[config.mk]
export PLATFORM = sky130hd
export DESIGN_NAME = baud_div
export DESIGN_NICKNAME = d
export VERILOG_FILES = /design/src/rtl/baud_div_pkg.sv /design/src/rtl/baud_div_ctrl.sv /design/src/rtl/baud_div_dp.sv /design/src/rtl/baud_div.sv
export SDC_FILE = /design/constraint.sdc
export NUM_CORES = 1
export LEC_CHECK = 0
export CELL_PAD_IN_SITES_DETAIL_PLACEMENT = 0
export CELL_PAD_IN_SITES_GLOBAL_PLACEMENT = 1
export CORE_UTILIZATION = 40
export DETAILED_ROUTE_END_ITERATION = 6
export GPL_TIMING_DRIVEN = 0
export PLACE_DENSITY_LB_ADDON = 0.15
export SETUP_SLACK_MARGIN = 0.2
export SYNTH_ARGS = -nofsm -noshare
export SYNTH_HDL_FRONTEND = slang
export SYNTH_SLANG_ARGS = --single-unit
[constraint.sdc]
create_clock -name clk -period 10.57 [get_ports clk]
set_input_delay 1.5855 -clock clk [delete_from_list [all_inputs] [get_ports clk]]
set_output_delay 1.5855 -clock clk [all_outputs]
set_load 0.02 [all_outputs]
[src/rtl/baud_div_pkg.sv]
package baud_div_pkg;
  // strobes from register control to the counting datapath
  typedef struct packed {
    logic countEn;     // generator armed and divisor nonzero
    logic divWritten;  // active divisor updated this cycle
  } divStrobe_t;
endpackage

[src/rtl/baud_div_ctrl.sv]
module baud_div_ctrl
  import baud_div_pkg::*;
#(
  parameter int DIV_W     = 13,
  parameter int BYTE_W    = 8,
  parameter int RESET_DIV = 4
) (
  input  logic              clk,
  input  logic              rstN,
  input  logic              wrEn,
  input  logic              wrSel,
  input  logic [BYTE_W-1:0] wrData,
  input  logic              rdSel,
  output logic [BYTE_W-1:0] rdData,
  input  logic              txEnable,
  input  logic              rxEnable,
  output logic [DIV_W-1:0]  divisor,
  output divStrobe_t        strobe
);
  localparam int HI_W  = DIV_W - BYTE_W;
  localparam int PAD_W = BYTE_W - HI_W;

  logic [HI_W-1:0]  holdHi;
  logic [DIV_W-1:0] activeDiv;
  logic             armed;
  logic             loadLo;

  assign loadLo = wrEn && wrSel;

  always_ff @(posedge clk or negedge rstN) begin
    if (!rstN) begin
      holdHi    <= '0;
      activeDiv <= DIV_W'(RESET_DIV);
      armed     <= 1'b0;
    end else begin
      if (wrEn && !wrSel) holdHi <= wrData[HI_W-1:0];
      if (loadLo) activeDiv <= {holdHi, wrData};
      if (txEnable || rxEnable) armed <= 1'b1;
    end
  end

  always_comb begin
    if (rdSel) rdData = activeDiv[BYTE_W-1:0];
    else       rdData = {{PAD_W{1'b0}}, activeDiv[DIV_W-1:BYTE_W]};
  end

  assign divisor           = activeDiv;
  assign strobe.countEn    = armed && (activeDiv != '0);
  assign strobe.divWritten = loadLo;

  assert_hold_only_R2: assert property (@(posedge clk) disable iff (!rstN)
    (wrEn && !wrSel) |=> $stable(activeDiv));

  assert_armed_sticky_R5: assert property (@(posedge clk) disable iff (!rstN)
    armed |=> armed);
endmodule

[src/rtl/baud_div_dp.sv]
module baud_div_dp
  import baud_div_pkg::*;
#(
  parameter int DIV_W      = 13,
  parameter int OVERSAMPLE = 16
) (
  input  logic             clk,
  input  logic             rstN,
  input  divStrobe_t       strobe,
  input  logic [DIV_W-1:0] divisor,
  output logic             overTick,
  output logic             bitTick
);
  localparam int SUB_W = $clog2(OVERSAMPLE);
  localparam logic [SUB_W-1:0] SUB_LAST = SUB_W'(OVERSAMPLE - 1);

  logic [DIV_W-1:0] cnt;
  logic [DIV_W-1:0] period;
  logic [DIV_W-1:0] curLimit;
  logic [SUB_W-1:0] sub;
  logic             running;
  logic             wrap;

  // first counting cycle uses the live divisor, later ones the latched period
  assign curLimit = running ? period : divisor;
  assign wrap     = strobe.countEn && (cnt == curLimit - DIV_W'(1));

  always_ff @(posedge clk or negedge rstN) begin
    if (!rstN) begin
      cnt      <= '0;
      period   <= '0;
      sub      <= '0;
      running  <= 1'b0;
      overTick <= 1'b0;
      bitTick  <= 1'b0;
    end else if (!strobe.countEn) begin
      cnt      <= '0;
      sub      <= '0;
      running  <= 1'b0;
      overTick <= 1'b0;
      bitTick  <= 1'b0;
    end else begin
      running <= 1'b1;
      if (!running) period <= divisor;
      if (wrap) begin
        cnt      <= '0;
        period   <= divisor;
        overTick <= 1'b1;
        bitTick  <= (sub == SUB_LAST);
        sub      <= (sub == SUB_LAST) ? '0 : sub + SUB_W'(1);
      end else begin
        cnt      <= cnt + DIV_W'(1);
        overTick <= 1'b0;
        bitTick  <= 1'b0;
      end
    end
  end

  assert_idle_quiet_R6: assert property (@(posedge clk) disable iff (!rstN)
    !strobe.countEn |=> (!overTick && !bitTick));

  assert_bit_with_over_R7: assert property (@(posedge clk) disable iff (!rstN)
    bitTick |-> overTick);

  assert_no_glitch_R8: assert property (@(posedge clk) disable iff (!rstN)
    (strobe.divWritten && running && !wrap) |=> $stable(period));
endmodule

[src/rtl/baud_div.sv]
module baud_div
  import baud_div_pkg::*;
#(
  parameter int DIV_W      = 13,
  parameter int BYTE_W     = 8,
  parameter int OVERSAMPLE = 16,
  parameter int RESET_DIV  = 4
) (
  input  logic              clk,
  input  logic              rstN,
  input  logic              wrEn,
  input  logic              wrSel,
  input  logic [BYTE_W-1:0] wrData,
  input  logic              rdSel,
  output logic [BYTE_W-1:0] rdData,
  input  logic              txEnable,
  input  logic              rxEnable,
  output logic              overTick,
  output logic              bitTick
);
  divStrobe_t       strobe;
  logic [DIV_W-1:0] divisor;

  baud_div_ctrl #(.DIV_W(DIV_W), .BYTE_W(BYTE_W), .RESET_DIV(RESET_DIV)) uCtrl (
    .clk(clk), .rstN(rstN), .wrEn(wrEn), .wrSel(wrSel), .wrData(wrData),
    .rdSel(rdSel), .rdData(rdData), .txEnable(txEnable), .rxEnable(rxEnable),
    .divisor(divisor), .strobe(strobe)
  );

  baud_div_dp #(.DIV_W(DIV_W), .OVERSAMPLE(OVERSAMPLE)) uDp (
    .clk(clk), .rstN(rstN), .strobe(strobe), .divisor(divisor),
    .overTick(overTick), .bitTick(bitTick)
  );
endmodule

; ---- After elaboration in Yosys (flattened, before gate mapping)
; Index checks and enable logic that the tools add are counted.
[op_classes]
add_sub_neg = 3
n_mul = 0
n_div = 0
magnitude_cmp = 0
eq_ne = 3
shifts = 0
muxes = 13
n_bitwise = 0
n_reduce_logical = 7
[ops]
columns = op, count
row1 = $mux W13, 4
row2 = $add A13 B1 Y13 const B, 1
row3 = $eq A13 B13 Y1, 1
row4 = $reduce_bool A13 Y1, 1
row5 = $sub A13 B1 Y13 const B, 1
row6 = $mux W4, 3
row7 = $mux W8, 1
row8 = $mux W1, 5
row9 = $add A4 B1 Y4 const B, 1
row10 = $eq A4 B4 Y1 const B, 1
row11 = $logic_and A1 B1 Y1, 4
row12 = $ne A2 B2 Y1 const B, 1
row13 = $logic_not A1 Y1, 1
row14 = $logic_or A1 B1 Y1, 1
[totals]
register_bits = 52
latch_bits = 0
ram_bits = 0
romBits = 0
output_inout_bits = 10
elab_cells = 35
mem_count = 0

; ---- Longest topological paths before layout
; Gate-level depths: netlist of run 1.
[depth]
depth_word = 6
mapped_depth = 15
mapped_depth_nobuf = 9

; ---- Modules after synthesis
; A second synthesis of run 1 with hierarchy kept.
[unflattened]
cells_unflattened = 325
hier_area_um2 = 3261.9
[modules_own_cells]
columns = mod, n_inst, cells_per_inst, area_per_inst_um2, seq_area_each_um2
row1 = baud_div_dp, 1, 267, 2422.3, 825.8
row2 = baud_div_ctrl, 1, 58, 839.6, 476.7

; ---- Worst setup path before layout of run 1
; No wires, ideal clock.
[synth_path]
path_kind = input-to-output
startpoint = input port rdSel
endpoint = output port rdData[0]
arrival_time_ns = 2.227
required_time_ns = 8.985
path_slack_ns = 6.757
path_stages = 2
path_cell_list = clkbuf_1 > mux2_2
[synth_between]
elab_chain_len = 1
[synth_rtl]
columns = item, line_no
row1 = start: declaration, baud_div.sv:14  ; input logic rdSel,
row2 = $mux W8, baud_div_ctrl.sv:43  ; if (rdSel) rdData = activeDiv[BYTE_W-1:0];
row3 = end: declaration, baud_div.sv:15  ; output logic [BYTE_W-1:0] rdData,
; Every way passes these cells.

; ---- Worst setup path in the final report of run 1
[layout_path]
startpoint = input port rdSel
endpoint = output port rdData[4]
; Same word-level chain as after synthesis.

==> impl_metrics.csv, run 1 <==
group,metric,value,unit
critical_path,critPathLaunch,"rdSel",
critical_path,r2r-end,"uDp.period[8]",
route,drt_wl_total,8.79,mm
grt,grt_max_degree,31,
synth,synthArstFlopShare,100,%
critical_path,critPathKind,"in -> out",
placed_design,numPortBuffers,23,
synth,synth_cells,356,
run_status,outcome,"finished, final reports clean",
placed_design,dpl-instance-area,3680,um2
final_layout,syn_to_final_growth,13.8,%
grt,track_usage,22.8,%
hold_path,hold_path_class,"reg -> reg",
sta,finalHoldViolations,0,
route,drc_errors,0,
critical_path,worst_r2r_startpoint,"uDp.running",
synth,synth.ff_latch_count,52,
grt,antenna_found_initial,0,
synth,synth_top_area_cell,"dfrtp_1",
final_layout,layout_common_cells,"51 x dfrtp_1, 44 x nand2_1, 35 x nand3_1, 23 x mux2_2, 22 x clkdlybuf4s50_1",
cts,cts_tree,"yes",
final_layout,nets,405,
cts,cts_root_buf,"clkbuf_8",
final_layout,final_layout_size_suffix_gt1_share,12.6,%
floorplan,io_pins,25,
cts,cts_hold_buf,0,
synth,synth_top_area_share,38.6,%
floorplan,start_util,42.2,%
synth,synth_edf_count,0,
synth,ys_warn_count,0,
critical_path,rr_worst_depth,15,
cts,postCtsSetupRepairBufs,0,
critical_path,end_kind,"primary output",
cts,htreeDepth,2,
sta,slew_viol_final,0,
critical_path,crit_required,8.98,ns
floorplan,die_h,93.0,um
sta,fin_tns_setup,0,ns
hold_path,min_path_cells,1,
synth,synth.area.top_cells,"dfrtp_1 39%, mux2_2 7.8%, nand3_1 5.3%, nand2_1 5.0%, mux2i_1 4.5%",
sta,max_freq,229,MHz
route,ant_nets,0,
grt,grt_pass1_wl,15.1,mm
synth,netlist_area,3310,um2
cts,insertion_delay,0.31,ns
sta,finalSetupViolCount,0,
power_and_ir_drop,peakVddDrop,0.0880,mV
sta,max-slew-margin-rel,57.2,%
critical_path,crit_end,"rdData[4]",
floorplan,rows,32,
placed_design,dpl.cell_count,482,
run,cap_violations,0,
critical_path,cp_max_fo,8,
sta,final.min_clock_period,4.36,ns
final_layout,design_area,3770,um2
final_layout,finalNonFillerCells,490,
synth,synth_nets,374,
power_and_ir_drop,power.density,134,nW/um2
floorplan,fp.dieW,93.0,um
floorplan,core_area,7850,um2
grt,grt_overflow,0,
cts,cts.clk_slew.worst_paths,0.09,ns
final_layout,layout_commonest_cell,"dfrtp_1",
grt,grt_pass1_vias,2850,
route,wl_per_cell,17.9,um
synth,avgSynthCellArea,9.30,um2
power_and_ir_drop,power_leakage,1.64,nW
sta,rsz0062_at_grt,"no",
sta,tightest_slew,0.637,ns
route,viasPerCell,5.65,
cts,cts-resized-gates,0,
placed_design,gp_congestion,0.843,
synth,yosysUniqueCellTypes,45,
sta,skew,0.00862,ns
route,num_vias,2767,
route,first_pass_iters,4,
synth,ys.flop_type,"dfrtp_1",
final_layout,diodes,0,
cts,cts_buffer_depth,2,
synth,ys_seq_area_share,39.4,%
placed_design,hpwl,6.37,mm
cts,cts_sinks,52,
sta,period_share,41.2,%
route,first_iter_violations,176,
critical_path,rrSetupSlack,6.31,ns
critical_path,start_kind,"primary input",
cts,cts_buffers,5,
critical_path,arrival,2.77,ns
floorplan,dieArea,8640,um2
-- layout make-up --
type | instances | area (um2)
Buffer | 23 | 118
Clock buffer | 6 | 72.6
Clock inverter | 2 | 12.5
Fill cell | 768 | 4080
Inverter | 3 | 11.3
Multi-Input combinational cell | 278 | 1880
Sequential cell | 52 | 1300
Tap cell | 102 | 128
Timing Repair Buffer | 24 | 245
-- registers in the layout, indices dropped and copies added, names as in the netlist --
name           cells
uCtrl.divisor     13
uDp.running        1
uDp.overTick       1
uDp.period        13
uDp.bitTick        1
uCtrl.armed        1
uDp.cnt           13
uCtrl.holdHi       5
uDp.sub            4
-- logic make-up after synthesis --
| kind of cell | share of synthesized area [%] |
|---|---|
| AND/OR/NAND/NOR | 28.5 |
| flip-flops | 39.4 |
| multiplexers | 12.4 |
| AO/OA/AOI/OAI | 7.11 |
| XOR/XNOR | 7.67 |
| buffers and inverters | 3.89 |
| adder cells (fa/ha/maj) | 1.13 |
-- worst max-delay path, cell delays in order --
cell and delay [ns]:
clkbuf_1 0.26, mux2_2 0.37, clkdlybuf4s50_1 0.55
-- metrics by stage --
step | hold WS [ns] | setup WS (ns) | total power [mW] | utilization, %
floorplan | 0.477 | 6.76 | 0.342 | -
global placement | 0.486 | 6.22 | 0.387 | 46.7
detailed placement | 0.493 | 6.21 | 0.391 | 46.9
CTS | 0.516 | 6.20 | 0.506 | 48.0
global route | 0.520 | 5.85 | 0.533 | 48.0
finish | 0.510 | 6.21 | 0.503 | 48.0
-- worst min-delay path by stage --
| stage | slack [ns] | start | end |
|---|---|---|---|
| global placement | 0.49 | uCtrl.holdHi[0] | uCtrl.divisor[8] |
| CTS | 0.52 | uCtrl.holdHi[4] | uCtrl.holdHi[4] |
| floorplan | 0.48 | uCtrl.holdHi[0] | uCtrl.holdHi[0] |
| detailed placement | 0.49 | uCtrl.holdHi[4] | uCtrl.holdHi[4] |
| global route | 0.52 | uCtrl.holdHi[2] | uCtrl.divisor[10] |
| finish | 0.51 | uCtrl.holdHi[2] | uCtrl.divisor[10] |
-- power breakdown --
part,leakage [nW],switching (mW),total (mW),internal (mW)
Sequential,0.592,0.0459,0.273,0.227
Clock,0.0412,0.0706,0.117,0.0466
Combinational,1.01,0.0502,0.113,0.0627
-- layer usage --
metal	global-route usage, %	share of wire, %	vias to the layer above
met5	0	0	-
met4	6.28	1.1	0
met3	2.63	4.7	7
met2	37.5	47	82
met1	31.5	47	1348
li1	-	-	1330
-- synth_stat cells, types with 2 or more instances --
library cell and number:
buf_1 4, nand3b_1 12, nand2b_1 3, xor2_1 16, buf_6 3, nor2b_1 3, o21ai_0 6, or3_1 14
o21a_1 2, xnor2_1 13, dfrtp_1 51, o31ai_1 3, or4_1 2, clkbuf_1 9, nor3_1 11, a21boi_0 2
a31oi_1 14, and3_1 7, ha_1 3, nand2_1 44, a21oi_1 3, nor4_2 2, inv_1 3, mux2i_1 15
nor4b_1 4, mux2_2 23, nor2_1 21, and2_1 4, buf_2 6, nor3b_1 3, nand3_1 35, nand4_1 2
(Power assumes the default switching activity.)
==> run 2, diff against run 1 <==
- clock period: 10.57 -> 4.43 ns (I/O delays scaled with it)
==> run 2 against run 1 <==
Core utilization rose by 0.080 points. Count of clock-buffer cells in the layout is the same. First-iteration DRC count down 4.0%. Clock power is 140% higher. Register-to-register slack worse by 5.7 ns. Total power up 140%. Cell area up 0.17%. Worst hold slack worse by 0.16 ns. Sequential power up 140%. Critical endpoint is now uDp.period[7].
==> impl_metrics.csv, run 2 (synthesis results as in run 1) <==
group,metric,value,unit
run_status,outcome,"finished, final reports clean",
sta,finalHoldViolations,0,
floorplan,die_h,93.0,um
floorplan,core_area,7850,um2
final_layout,layout_common_cells,"51 x dfrtp_1, 44 x nand2_1, 35 x nand3_1, 23 x mux2_2, 22 x clkdlybuf4s50_1",
route,drc_errors,0,
final_layout,fillers,767,
sta,max-slew-margin-rel,56.2,%
placed_design,hpwl,6.37,mm
route,num_vias,2756,
placed_design,gp_congestion,0.843,
sta,final.min_clock_period,3.79,ns
power_and_ir_drop,peakVddDrop,0.211,mV
cts,cts_buffers,5,
cts,cts_sinks,52,
cts,htreeDepth,2,
sta,rsz0062_at_grt,"no",
sta,finalSetupViolCount,0,
sta,period_share,85.6,%
final_layout,seq_area,1300,um2
critical_path,crit_chain,"buf_6 -> buf_2 -> clkbuf_2 -> clkbuf_4 -> mux2i_1 -> ha_1 -> nor4b_1 -> nand4_1 -> a21oi_1 -> o211ai_1 -> or4b_4 -> buf_2 -> clkbuf_2 -> nand3_1 -> nand3_1",
critical_path,start_kind,"register",
grt,grt_pass1_wl,15.1,mm
critical_path,cp_max_fo,10,
sta,skew,0.00712,ns
route,viasPerCell,5.62,
sta,tightest_slew,0.653,ns
critical_path,arrival,3.99,ns
grt,grt_max_degree,31,
sta,hold-worst-slack,0.347,ns
sta,slew_viol_final,0,
cts,cts_buffer_depth,2,
floorplan,fp.dieW,93.0,um
cts,cts_tree,"yes",
critical_path,critPathLaunch,"uDp.running",
critical_path,critPathMaxStageDelay,0.54,ns
hold_path,hold_path_class,"in -> async",
final_layout,diodes,0,
cts,cts.clk_slew.worst_paths,0.10,ns
power_and_ir_drop,power_leakage,1.65,nW
final_layout,layout_commonest_cell,"dfrtp_1",
final_layout,syn_to_final_growth,14.0,%
critical_path,slowest_stage,"or4b_4",
cts,postCtsSetupRepairBufs,0,
run,cap_violations,0,
placed_design,numPortBuffers,23,
final_layout,multiInputGateArea,1880,um2
floorplan,rows,32,
route,first_pass_iters,5,
floorplan,start_util,42.2,%
cts,insertion_delay,0.31,ns
floorplan,dieArea,8640,um2
route,ant_nets,0,
final_layout,final_layout_size_suffix_gt1_share,13.4,%
route,wl_per_cell,17.9,um
grt,antenna_found_initial,0,
critical_path,path_buf_inv,6,
critical_path,cp_top_family,"buffers and inverters",
cts,cts_root_buf,"clkbuf_8",
sta,max_freq,264,MHz
route,first_iter_violations,169,
critical_path,end_kind,"register",
critical_path,worst_r2r_startpoint,"uDp.running",
sta,fin_tns_setup,0,ns
route,drt_wl_total,8.77,mm
power_and_ir_drop,power.density,318,nW/um2
final_layout,nets,405,
critical_path,crit_required,4.63,ns
floorplan,io_pins,25,
critical_path,critPathKind,"reg -> reg",
grt,grt_overflow,0,
grt,grt_pass1_vias,2850,
critical_path,rr_worst_depth,15,
critical_path,rrSetupSlack,0.64,ns
critical_path,r2r-end,"uDp.period[7]",
grt,track_usage,22.8,%
## run 2: cell types whose count changed in the layout (fill, tap and decap cells not counted), sizes merged
cell / change
buf: -2
clkbuf: +2
## run 2: final cells by class
cell class,count,area share [%]
Multi-Input combinational cell,278,49.8
Clock buffer,6,1.92
Buffer,23,3.28
Clock inverter,2,0.332
Inverter,3,0.298
Tap cell,102,3.38
Timing Repair Buffer,24,6.50
Sequential cell,52,34.5
## run 2: worst register-to-register path, cell delays in order, from the launching register on
cell and delay (ns):
dfrtp_1 0.35, buf_6 0.16, buf_2 0.24, clkbuf_2 0.27
clkbuf_4 0.27, mux2i_1 0.21, ha_1 0.28, nor4b_1 0.26
nand4_1 0.16, a21oi_1 0.16, o211ai_1 0.12, or4b_4 0.54
buf_2 0.22, clkbuf_2 0.24, nand3_1 0.13, nand3_1 0.07
## run 2: worst max-delay path by stage
stage,to,depth (start not counted)
detailed placement,uDp.cnt[10],14
global route,uDp.sub[2],14
floorplan,uDp.period[4],14
finish,uDp.period[7],15
CTS,uDp.cnt[10],14
global placement,uDp.period[10],15
## run 2: through the flow
step                      instances  total power [mW]  cell area, um2  setup WS (ns)  util (%)
after floorplan                 356             0.816            3310           1.02         -
after global placement          481             0.923            3670          0.253      46.7
after detailed placement        482             0.932            3680          0.257      46.9
after CTS                       490              1.21            3770          0.229      48.0
after global routing            490              1.27            3770          0.247      48.1
final                           490              1.20            3770          0.637      48.1
## run 2: what timing repair did
action | CTS | global route
hold buffers | 0 | 0
hold endpoints to repair | 0 | 0
gates resized for setup | 0 | 7
setup endpoints to repair | 0 | 32
## run 2: report_power, final
group / total, mW / switching (mW) / leakage, nW / internal, mW
combinational: 0.269 / 0.119 / 1.02 / 0.150
sequential: 0.652 / 0.110 / 0.592 / 0.542
clock: 0.278 / 0.166 / 0.0412 / 0.111
## run 2: metal layers
metal,wire (um),vias up,GRT usage (%)
met5,0,-,0
met4,100,0,6.28
met3,470,7,2.63
met2,4160,75,37.5
met1,4040,1346,31.5
li1,-,1328,-
==> run 3, diff against run 2 <==
- clock period: 4.43 -> 4.59 ns (I/O delays scaled with it)
==> run 3 against run 2 <==
Total power is 3.5% lower. Combinational power is 3% lower. First-iteration DRC count is 4.1% higher. Sequential power shrank 3.5%. Core utilization hardly changed. Non-clock buffer count is the same. Die area did not move. Sequential share of layout area hardly changed. Cell count stayed put. Worst setup slack better by 0.029 ns. Maximum frequency is 3.3% lower. Worst hold slack improved by 0.034 ns. Critical endpoint is now uDp.period[8]. Largest cell class unchanged.
==> impl_metrics.csv, run 3 (synthesis results as in run 1) <==
group,metric,value,unit
critical_path,crit_required,4.79,ns
power_and_ir_drop,power.density,307,nW/um2
sta,finalHoldViolations,0,
grt,grt_overflow,0,
route,wl_per_cell,17.9,um
cts,htreeDepth,2,
final_layout,layout_commonest_cell,"dfrtp_1",
final_layout,fillers,767,
critical_path,arrival,4.12,ns
placed_design,dpl-instance-area,3680,um2
critical_path,critPathKind,"reg -> reg",
critical_path,crit_chain,"buf_6 -> buf_2 -> clkbuf_2 -> clkbuf_2 -> mux2i_1 -> ha_1 -> nor4b_1 -> nand4_1 -> a21oi_1 -> o211ai_1 -> or4b_4 -> buf_2 -> buf_1 -> nand3_1 -> nand3_1",
sta,fin_tns_setup,0,ns
grt,grt_pass1_vias,2850,
floorplan,die_h,93.0,um
floorplan,dieArea,8640,um2
cts,cts_buffers,5,
route,num_vias,2745,
grt,grt_max_degree,31,
route,first_pass_iters,4,
sta,final.min_clock_period,3.92,ns
cts,cts-resized-gates,0,
cts,cts_sinks,52,
route,first_iter_violations,176,
final_layout,final_layout_size_suffix_gt1_share,13.1,%
power_and_ir_drop,p_total,1.16,mW
final_layout,diodes,0,
placed_design,place_ws,0.417,ns
floorplan,core_area,7850,um2
sta,slew_viol_final,0,
cts,cts_tree,"yes",
floorplan,fp.dieW,93.0,um
grt,antenna_found_initial,0,
critical_path,critPathMaxStageDelay,0.54,ns
critical_path,end_kind,"register",
final_layout,utilization,48.0,%
final_layout,design_area,3770,um2
critical_path,critPathLaunch,"uDp.running",
final_layout,nets,405,
cts,cts.clk_slew.worst_paths,0.10,ns
critical_path,slowest_stage,"or4b_4",
critical_path,start_kind,"register",
final_layout,layout_common_cells,"51 x dfrtp_1, 44 x nand2_1, 35 x nand3_1, 23 x mux2_2, 22 x clkdlybuf4s50_1",
sta,period_share,85.5,%
sta,tightest_slew,0.634,ns
sta,max-slew-margin-rel,57.5,%
cts,postCtsSetupRepairBufs,0,
critical_path,worst_r2r_startpoint,"uDp.running",
cts,cts_root_buf,"clkbuf_8",
cts,insertion_delay,0.31,ns
cts,cts_buffer_depth,2,
route,drc_errors,0,
sta,rsz0062_at_grt,"no",
placed_design,hpwl,6.37,mm
power_and_ir_drop,power_leakage,1.65,nW
critical_path,cp_max_fo,10,
run_status,outcome,"finished, final reports clean",
run,cap_violations,0,
floorplan,rows,32,
route,drt_wl_total,8.78,mm
route,viasPerCell,5.60,
placed_design,numPortBuffers,23,
sta,max_freq,255,MHz
hold_path,hold_path_class,"in -> async",
route,ant_nets,0,
cts,cts_hold_buf,0,
floorplan,start_util,42.2,%
sta,finalSetupViolCount,0,
floorplan,io_pins,25,
final_layout,syn_to_final_growth,13.9,%
grt,grt_pass1_wl,15.1,mm
placed_design,gp_congestion,0.843,
power_and_ir_drop,peakVddDrop,0.203,mV
grt,track_usage,22.8,%
sta,fin_ws,0.666,ns
sta,skew,0.00766,ns
==> run 3: cell count changes in the layout (fill, tap and decap cells not counted), sizes merged <==
| cell | before | now |
|---|---|---|
| buf | 13 | 14 |
| clkbuf | 18 | 17 |
==> run 3: per-stage QoR <==
step | hold slack, ns | instances
after CTS | 0.398 | 490
after global routing | 0.414 | 490
final | 0.381 | 490
after global placement | 0.486 | 481
after detailed placement | 0.493 | 482
after floorplan | 0.393 | 356
==> run 3: layout make-up <==
cell class | instances | area [um2] | area share (%)
clock inverters | 2 | 12.5 | 0.332
multi-input cells | 278 | 1880 | 49.8
plain buffers | 23 | 120 | 3.19
flip-flops and latches | 52 | 1300 | 34.6
clock buffers | 6 | 72.6 | 1.92
inverters | 3 | 11.3 | 0.299
repair buffers | 24 | 245 | 6.51
well taps | 102 | 128 | 3.39
==> run 3: report_power, final <==
| group | total (mW) | switching (mW) | internal, mW |
|---|---|---|---|
| Sequential | 0.629 | 0.105 | 0.523 |
| Clock | 0.268 | 0.161 | 0.107 |
| Combinational | 0.260 | 0.116 | 0.144 |
| Total | 1.16 | 0.382 | 0.775 |
==> run 3: path summary, 6_finish.rpt <==
kind	end	slack (ns)	cells past startpoint
setup / recovery	uDp.period[8]	0.67	15
hold / removal	uDp.period[2]	0.38	1
setup reg to reg	uDp.period[8]	0.67	15
hold reg to reg	uCtrl.divisor[10]	0.51	1
max in group asynchronous	uCtrl.divisor[2]	3.57	2
min in group clk	uCtrl.divisor[10]	0.51	1
==> run 3: metal layers <==
metal  GRT usage, %  vias up  share of wire (%)
met4           6.28        0                1.8
met2           37.5       84                 46
met3           2.63       11                5.8
met1           31.5     1317                 46
met5              0        -                  0
li1               -     1333                  -
==> run 3: worst max-delay path: cells and delay by family, from the launching register on <==
| kind | cells | cell delay, ns |
|---|---|---|
| buf+inv | 6 | 1.48 |
| mux | 1 | 0.23 |
| flops | 1 | 0.35 |
| compound gates | 2 | 0.29 |
| simple gates | 5 | 1.19 |
| fa+ha+maj | 1 | 0.28 |
